`config.mk`:
```
export PLATFORM = sky130hd
export DESIGN_NAME = alarm_irq_unit
export DESIGN_NICKNAME = d
export VERILOG_FILES = /design/src/rtl/alarm_irq_pkg.sv /design/src/rtl/alarm_match.sv /design/src/rtl/alarm_flag.sv /design/src/rtl/alarm_pulse.sv /design/src/rtl/alarm_irq_unit.sv
export SDC_FILE = /design/constraint.sdc
export NUM_CORES = 1
export LEC_CHECK = 0
export BUFFER_PORTS_ARGS = -buffer_cell sky130_fd_sc_hd__buf_2
export CORE_ASPECT_RATIO = 0.9
export CORE_MARGIN = 4
export CORE_UTILIZATION = 44
export CTS_BUF_LIST = sky130_fd_sc_hd__clkbuf_4 sky130_fd_sc_hd__clkbuf_8
export CTS_CLUSTER_DIAMETER = 200
export DETAILED_ROUTE_END_ITERATION = 10
export HOLD_SLACK_MARGIN = 0.08
export PLACE_DENSITY = 0.84
export SYNTH_ARGS = -nofsm -noshare
export SYNTH_HDL_FRONTEND = slang
export SYNTH_SLANG_ARGS = --single-unit
```
`constraint.sdc`:
```
create_clock -name clk -period 4.22 [get_ports clk]
set_input_delay 0 -clock clk [delete_from_list [all_inputs] [get_ports clk]]
set_output_delay 0 -clock clk [all_outputs]
set_load 0.005 [all_outputs]
```
`src/rtl/alarm_irq_pkg.sv`:
```
package alarm_irq_pkg;
    localparam int NUM_FIELDS = 4;
    localparam int FIELD_W    = 8;
    localparam int VEC_W      = NUM_FIELDS * FIELD_W;
    localparam int NUM_ALARMS = 2;
endpackage

```
`src/rtl/alarm_match.sv`:
```
module alarm_match
    import alarm_irq_pkg::*;
#(
    parameter int N_FIELDS = NUM_FIELDS,
    parameter int F_W      = FIELD_W
) (
    input  logic [N_FIELDS*F_W-1:0] cur_i,
    input  logic [N_FIELDS*F_W-1:0] alm_i,
    output logic                    hit_o
);
    localparam int MASK_BIT = F_W - 1;
    localparam int VAL_W    = F_W - 1;

    logic [N_FIELDS-1:0] field_ok;

    for (genvar f = 0; f < N_FIELDS; f++) begin : g_field
        logic [VAL_W-1:0] cur_val;
        logic [VAL_W-1:0] alm_val;
        logic             masked;
        always_comb begin
            cur_val     = cur_i[f*F_W +: VAL_W];
            alm_val     = alm_i[f*F_W +: VAL_W];
            masked      = alm_i[f*F_W + MASK_BIT];
            field_ok[f] = masked || (cur_val == alm_val);
        end
    end

    assign hit_o = &field_ok;
endmodule

```
`src/rtl/alarm_flag.sv`:
```
module alarm_flag (
    input  logic clk,
    input  logic rst_n,
    input  logic upd_i,
    input  logic hit_i,
    input  logic allow_i,
    input  logic acc_i,
    output logic set_o,
    output logic flag_o
);
    typedef struct packed {
        logic flag;
    } flag_st_t;

    flag_st_t st_d, st_q;
    logic     set_ev;

    always_comb begin
        set_ev = upd_i && hit_i && allow_i;
        st_d   = st_q;
        if (acc_i) begin
            st_d.flag = 1'b0;
        end
        if (set_ev) begin
            st_d.flag = 1'b1;
        end
    end

    always_ff @(posedge clk or negedge rst_n) begin
        if (!rst_n) begin
            st_q <= '0;
        end else begin
            st_q <= st_d;
        end
    end

    assign set_o  = set_ev;
    assign flag_o = st_q.flag;

    AST_FLAG_SET_ON_MATCH: assert property (@(posedge clk) disable iff (!rst_n)
        (upd_i && hit_i && allow_i) |=> flag_o);
    AST_FLAG_CLEAR_ON_ACC: assert property (@(posedge clk) disable iff (!rst_n)
        (acc_i && !(upd_i && hit_i && allow_i)) |=> !flag_o);
    AST_FLAG_HOLD: assert property (@(posedge clk) disable iff (!rst_n)
        (!upd_i && !acc_i) |=> $stable(flag_o));
endmodule

```
`src/rtl/alarm_pulse.sv`:
```
module alarm_pulse #(
    parameter int PULSE_TICKS = 2048
) (
    input  logic clk,
    input  logic rst_n,
    input  logic en_i,
    input  logic start_i,
    input  logic tick_i,
    output logic active_o
);
    localparam int            CNT_W = $clog2(PULSE_TICKS + 1);
    localparam logic [CNT_W-1:0] LOAD_V = CNT_W'(PULSE_TICKS);

    typedef struct packed {
        logic [CNT_W-1:0] cnt;
    } pulse_st_t;

    pulse_st_t st_d, st_q;

    always_comb begin
        st_d = st_q;
        if (!en_i) begin
            st_d.cnt = '0;
        end else if (start_i) begin
            st_d.cnt = LOAD_V;
        end else if (tick_i && (st_q.cnt != '0)) begin
            st_d.cnt = st_q.cnt - 1'b1;
        end
    end

    always_ff @(posedge clk or negedge rst_n) begin
        if (!rst_n) begin
            st_q <= '0;
        end else begin
            st_q <= st_d;
        end
    end

    assign active_o = (st_q.cnt != '0);

    AST_CNT_BOUND: assert property (@(posedge clk) disable iff (!rst_n)
        st_q.cnt <= LOAD_V);
    AST_PULSE_STARTS: assert property (@(posedge clk) disable iff (!rst_n)
        (en_i && start_i) |=> active_o);
    AST_PULSE_HOLDS_NO_TICK: assert property (@(posedge clk) disable iff (!rst_n)
        (active_o && en_i && !tick_i) |=> active_o);
    AST_PULSE_CANCEL: assert property (@(posedge clk) disable iff (!rst_n)
        !en_i |=> !active_o);
endmodule

```
`src/rtl/alarm_irq_unit.sv`:
```
module alarm_irq_unit
    import alarm_irq_pkg::*;
#(
    parameter int PULSE_TICKS = 2048
) (
    input  logic             clk,
    input  logic             rst_n,
    input  logic             tick_i,
    input  logic             upd_i,
    input  logic [FIELD_W-1:0] cur_sec_i,
    input  logic [FIELD_W-1:0] cur_min_i,
    input  logic [FIELD_W-1:0] cur_hour_i,
    input  logic [FIELD_W-1:0] cur_day_i,
    input  logic [VEC_W-1:0] alm0_i,
    input  logic [VEC_W-1:0] alm1_i,
    input  logic             en0_i,
    input  logic             en1_i,
    input  logic             acc0_i,
    input  logic             acc1_i,
    input  logic             on_backup_i,
    output logic             flag0_o,
    output logic             flag1_o,
    output logic             irq0_n_o,
    output logic             irq1_o
);
    logic [VEC_W-1:0]      cur_vec;
    logic [VEC_W-1:0]      alm_vec [NUM_ALARMS];
    logic [NUM_ALARMS-1:0] hit;
    logic [NUM_ALARMS-1:0] allow;
    logic [NUM_ALARMS-1:0] acc;
    logic [NUM_ALARMS-1:0] set_ev;
    logic [NUM_ALARMS-1:0] flag;
    logic                  pulse_active;

    always_comb begin
        cur_vec    = {cur_day_i, cur_hour_i, cur_min_i, cur_sec_i};
        alm_vec[0] = alm0_i;
        alm_vec[1] = alm1_i;
        allow      = {on_backup_i, 1'b1};
        acc        = {acc1_i, acc0_i};
    end

    for (genvar a = 0; a < NUM_ALARMS; a++) begin : g_alarm
        alarm_match #(
            .N_FIELDS (NUM_FIELDS),
            .F_W      (FIELD_W)
        ) i_match (
            .cur_i (cur_vec),
            .alm_i (alm_vec[a]),
            .hit_o (hit[a])
        );

        alarm_flag i_flag (
            .clk     (clk),
            .rst_n   (rst_n),
            .upd_i   (upd_i),
            .hit_i   (hit[a]),
            .allow_i (allow[a]),
            .acc_i   (acc[a]),
            .set_o   (set_ev[a]),
            .flag_o  (flag[a])
        );
    end

    alarm_pulse #(
        .PULSE_TICKS (PULSE_TICKS)
    ) i_pulse (
        .clk      (clk),
        .rst_n    (rst_n),
        .en_i     (en1_i),
        .start_i  (set_ev[1]),
        .tick_i   (tick_i),
        .active_o (pulse_active)
    );

    assign flag0_o  = flag[0];
    assign flag1_o  = flag[1];
    assign irq0_n_o = !(flag[0] && en0_i);
    assign irq1_o   = pulse_active && en1_i;

    AST_ALL_MASKED_FIRES: assert property (@(posedge clk) disable iff (!rst_n)
        (upd_i && alm0_i[7] && alm0_i[15] && alm0_i[23] && alm0_i[31]) |=> flag0_o);
    AST_NO_SET_OFF_BACKUP: assert property (@(posedge clk) disable iff (!rst_n)
        (!on_backup_i && !flag1_o) |=> !flag1_o);
    AST_IRQ1_OFF_WHEN_DISABLED: assert property (@(posedge clk) disable iff (!rst_n)
        !en1_i |-> !irq1_o);
    AST_SET_BEATS_CLEAR: assert property (@(posedge clk) disable iff (!rst_n)
        (upd_i && hit[0] && acc0_i) |=> flag0_o);
endmodule

```
Yosys cells after proc, flatten, opt, wreduce, memory -nomap -nowiden
Index checks and enable logic that the tools add are counted.
- logic and storage cells: 40
- flip-flop bits (word level): 14
- bits of input ports: 105
- output and inout port bits: 4
- mux-type cells: 7
- equality and inequality tests: 9
- $add $sub $neg: 1
- reduce and logical (&&, ||, !) cells: 20
- operator list (operator ; count):
    $eq 7x7->1 ; 8
    $mux 12 ; 3
    $reduce_bool 12->1 ; 1
    $sub 12x1->12 const B ; 1
    $logic_or 1x1->1 ; 8
    $reduce_and 4->1 ; 2
    $logic_and 1x1->1 ; 6
    $mux 1 ; 4
    $reduce_bool 2->1 ; 2
    $ne 3x1->1 const B ; 1
    $logic_not 1->1 ; 1

Depth between registers and ports, before layout
- depth in word-level cells: 7
- depth in mapped cells: 7
- mapped depth without buffers: 7

Hierarchy
From an unflattened synthesis, not the netlist that was laid out.
- cells, all modules: 153
- area total of the unflattened synthesis: 1388.8 um^2
- modules (own cells, without submodules) (module ; area an instance (um^2) ; cells an instance ; instances ; sequential area each (um^2)):
    alarm_pulse ; 656.9 ; 68 ; 1 ; 300.3
    alarm_match ; 311.5 ; 37 ; 2 ; 0.0
    alarm_flag ; 47.5 ; 4 ; 2 ; 25.0
    alarm_irq_unit ; 13.8 ; 3 ; 1 ; 0.0

Worst setup path before layout
No wires, ideal clock.
- path kind: register to register
- start: reg i_pulse.st_q[4] in the netlist's numbering
- end: reg i_pulse.st_q[11] in the netlist's numbering
- period minus slack after synthesis: 1.914 ns
- arrival: 1.792 ns
- library setup time: 0.123 ns
- cell stages (with the launch flop): 6
- path buffers: 0
- path slack: 2.306 ns
- cells stage by stage: dfrtp_1 -> or4_4 -> or3_4 -> nor3_2 -> mux2i_1 -> a21boi_2
- longest elaborated chain between the ends: 4
- elaborated cells between the ends (all ways): 7
- classes of those cells: add/sub: 1; eq/ne: 1; mux: 3; reduce/logical: 2
- RTL lines (what ; line ; text):
    start, declared ; alarm_pulse.sv:18 ; pulse_st_t st_d, st_q;
    start signal, assigned ; alarm_pulse.sv:35 ; st_q <= st_d;
    $sub 12x1->12 ; alarm_pulse.sv:27 ; st_d.cnt = st_q.cnt - 1'b1;
    $mux 12 ; alarm_pulse.sv:26 ; end else if (tick_i && (st_q.cnt != '0)) begin
    $mux 12 ; alarm_pulse.sv:24 ; end else if (start_i) begin
    $mux 12 ; alarm_pulse.sv:22 ; if (!en_i) begin
Parallel ways exist; a longest one is shown, timed or not. The select of a mux whose other input is x is not followed.
A chain may end at the register's enable or synchronous reset.

Final worst setup path
- start: reg i_pulse.st_q[0] in the netlist's numbering
- end: out irq1_o
- longest elaborated chain between the ends: 2
- RTL lines (what ; line ; text):
    $reduce_bool 12->1 ; alarm_pulse.sv:39 ; assign active_o = (st_q.cnt != '0);
    $logic_and 1x1->1 ; alarm_irq_unit.sv:79 ; assign irq1_o = pulse_active && en1_i;
    end, declared ; alarm_irq_unit.sv:24 ; output logic irq1_o
No other way between the ends.

==> results.ini <==
[synthesis]
synth_adder_area_share = 0.0176
yosys.area_share.simple = 0.216
synth-seq-area-share = 0.247
synth-async-reset-ratio = 1.00
synth_top_family_by_area = XOR/XNOR gates
synth_top_area_frac = 0.247
synth_area_leader_cell = dfrtp_1
ys_ff_latch = 14
synth_cell_types = 34
synthesis.area_um2 = 1420
synthCells = 157
ys.flop_type = dfrtp_1
yosysMostFrequentCell = xor2_1
synth_common_cells = xor2_1 (32), xnor2_1 (30), nor2_1 (15)
synthesis.area_per_instance_um2 = 9.05
synth_edf_count = 0
synthMuxAreaShare = 0.0352
synth_xor_area_frac = 0.382
yosys_warnings = 0
synth-compound-area-share = 0.0828
syn-num-nets = 264
synth.area.top_cells = dfrtp_1 (25%), xor2_1 (20%), xnor2_1 (19%)

[cells_and_area]
fin_util = 0.678
nNetsFinal = 379
area_growth_syn_to_layout_pct = 46.3
fin_area_um2 = 2080
antenna_cells = 0
drive_gt1_frac = 0.426

[clocking]
cts_max_level = 1
cts.sinks = 14
tritoncts = yes
numCtsBuffers = 3
clk_pin_slew_ns = 0.08
root_buffer = clkbuf_4
clk_latency_ns = 0.28
clk_path_buf_depth = 2

[setup_path]
r2r_start = i_pulse.st_q[4]$_DFFE_PN0P_
critPathCaptureType = primary output
crit_type = reg2out
reg2reg_to = i_pulse.st_q[11]$_DFFE_PN0P_
cp-start-kind = flip-flop
rrSetupSlack_ns = 2.16
reg2reg_depth = 5
worst-path-max-fanout = 5
cp.required_ns = 4.22
crit_arrival_ns = 2.12

[sta]
whs_ns = 0.139
period_share = 0.503
setup-tns-final_ns = 0
finClkSkew_ns = 0.00283
setup_violations = 0
slew_viol_final = 0
relSlewSlack = 0.625
tightest_slew_ns = 0.561
fin_crit_ns = 2.12
fmax_mhz = 471
grt_setup_unrepaired = false
finalHoldViolations = 0

[place]
gp_congestion = 0.777
port_buffers = 104
dp_hpwl_um = 3700
dpl_cell_area_um2 = 2000

[floorplan]
die_w_um = 67.9
io-pin-count = 109
core_um2 = 3070
die_y_um = 61.9
rows = 19
start_util = 0.463
dieArea_um2 = 4200

[pwr]
leakage_uw = 0.000991
p_int_uw = 443
p_clk_frac = 0.097
p_comb_frac = 0.612
vdd_drop_max_mv = 0.281
p_switching_uw = 327
swShare = 0.425
powerDensity_nw_per_um2 = 371
p_seq_frac = 0.291
p_total_uw = 771

[route]
wl_per_cell_um = 13.7
vias = 1522
dr.first_iter.drc_count = 24
wl_met2_um = 2280
routed.top_layer = met4
via_per_inst = 4.88
drc = 0
first_pass_iters = 4
drt-total-wl_um = 4280
dr_wl_met3_um = 343
ant_nets = 0
met1Wirelength_um = 1630

[global_routing]
antenna_found_initial = 0
grt_use_total = 0.194
grt_pass1_vias = 1463
gr-total-overflow = 0
grt_pass1_wl_um = 6210
grt_max_degree = 15

[run]
cap_violations = 0

[run_status]
outcome = complete, no violations

[hold_path]
hp-class = in2async

-- registers in the layout, summed over array words and instances (netlist names) --
register and flops:
i_pulse.st_q 12, g_alarm.i_flag.flag_o 2
-- power by group through the flow --
stage / Combinational (µW) / Clock (µW) / Sequential, µW
final: 472 / 74.5 / 224
after global routing: 519 / 83.3 / 231
after CTS: 471 / 74.9 / 223
after detailed placement: 464 / 0 / 226
after global placement: 444 / 0 / 222
after floorplan: 342 / 0 / 214
-- cell usage in the layout (no fill, tap or decap), types with 2 or more instances in the layout --
master	instances
buf_2	104
xor2_1	32
xnor2_1	30
nor2_1	15
dfrtp_1	14
nor4_1	11
inv_1	6
dlygate4sd3_1	6
nor3_1	5
mux2i_1	5
nand2_1	4
a41oi_1	4
a21oi_1	4
nand4_1	3
clkbuf_4	3
nor3_2	2
ha_1	2
-- logic make-up (layout without fill, tap and decap cells) --
group | Yosys count | count (layout)
AOI/OAI and AO/OA | 16 | 16
adders and majority gates | 2 | 2
and+or+nand+nor | 51 | 51
DFF | 14 | 14
muxes | 5 | 5
buffers and inverters | 7 | 120
xor gates and xnor gates | 62 | 62
-- critical path: stages, from the launching register on --
cell      delay (ns)
dfrtp_1         0.36
inv_1           0.12
ha_1            0.21
nor3b_1         0.50
nand4b_1        0.28
and2_1          0.23
buf_2           0.12
-- layer usage --
layer / global-route usage / up-vias
met4: 0.0510 / 0
li1: - / 784
met1: 0.236 / 669
met3: 0.0522 / 4
met5: 0 / -
met2: 0.341 / 65
-- worst max path at each step --
| stage | from | to | slack [ns] | cells past startpoint |
|---|---|---|---|---|
| after global placement | i_pulse.st_q[4]$_DFFE_PN0P_ | i_pulse.st_q[11]$_DFFE_PN0P_ | 2.24 | 5 |
| after detailed placement | i_pulse.st_q[4]$_DFFE_PN0P_ | i_pulse.st_q[11]$_DFFE_PN0P_ | 2.18 | 5 |
| after floorplan | i_pulse.st_q[4]$_DFFE_PN0P_ | i_pulse.st_q[11]$_DFFE_PN0P_ | 2.31 | 5 |
| final | i_pulse.st_q[0]$_DFFE_PN0P_ | irq1_o | 2.10 | 6 |
| after global routing | i_pulse.st_q[0]$_DFFE_PN0P_ | irq1_o | 1.96 | 6 |
| after CTS | i_pulse.st_q[0]$_DFFE_PN0P_ | irq1_o | 2.12 | 6 |
-- per-stage QoR --
step                      cells  setup WS [ns]
after floorplan             157           2.31
after global placement      303           2.24
after detailed placement    303           2.18
after CTS                   312           2.12
after global routing        312           1.96
final                       312           2.10
-- what timing repair did --
| action | in CTS | in global routing |
|---|---|---|
| hold endpoints to repair | 18 | 0 |
| hold buffers | 6 | 0 |
| resized for setup | 0 | 0 |
| setup buffers | 0 | 0 |
-- cell type report --
class	instances	area, µm²
tap	42	52.6
timing repair buffer	111	588
inverter	6	22.5
fill	252	988
multi-input combinational	136	1040
sequential	14	350
clock buffer	3	22.5
No activity file was read; power rests on OpenSTA's default activity.
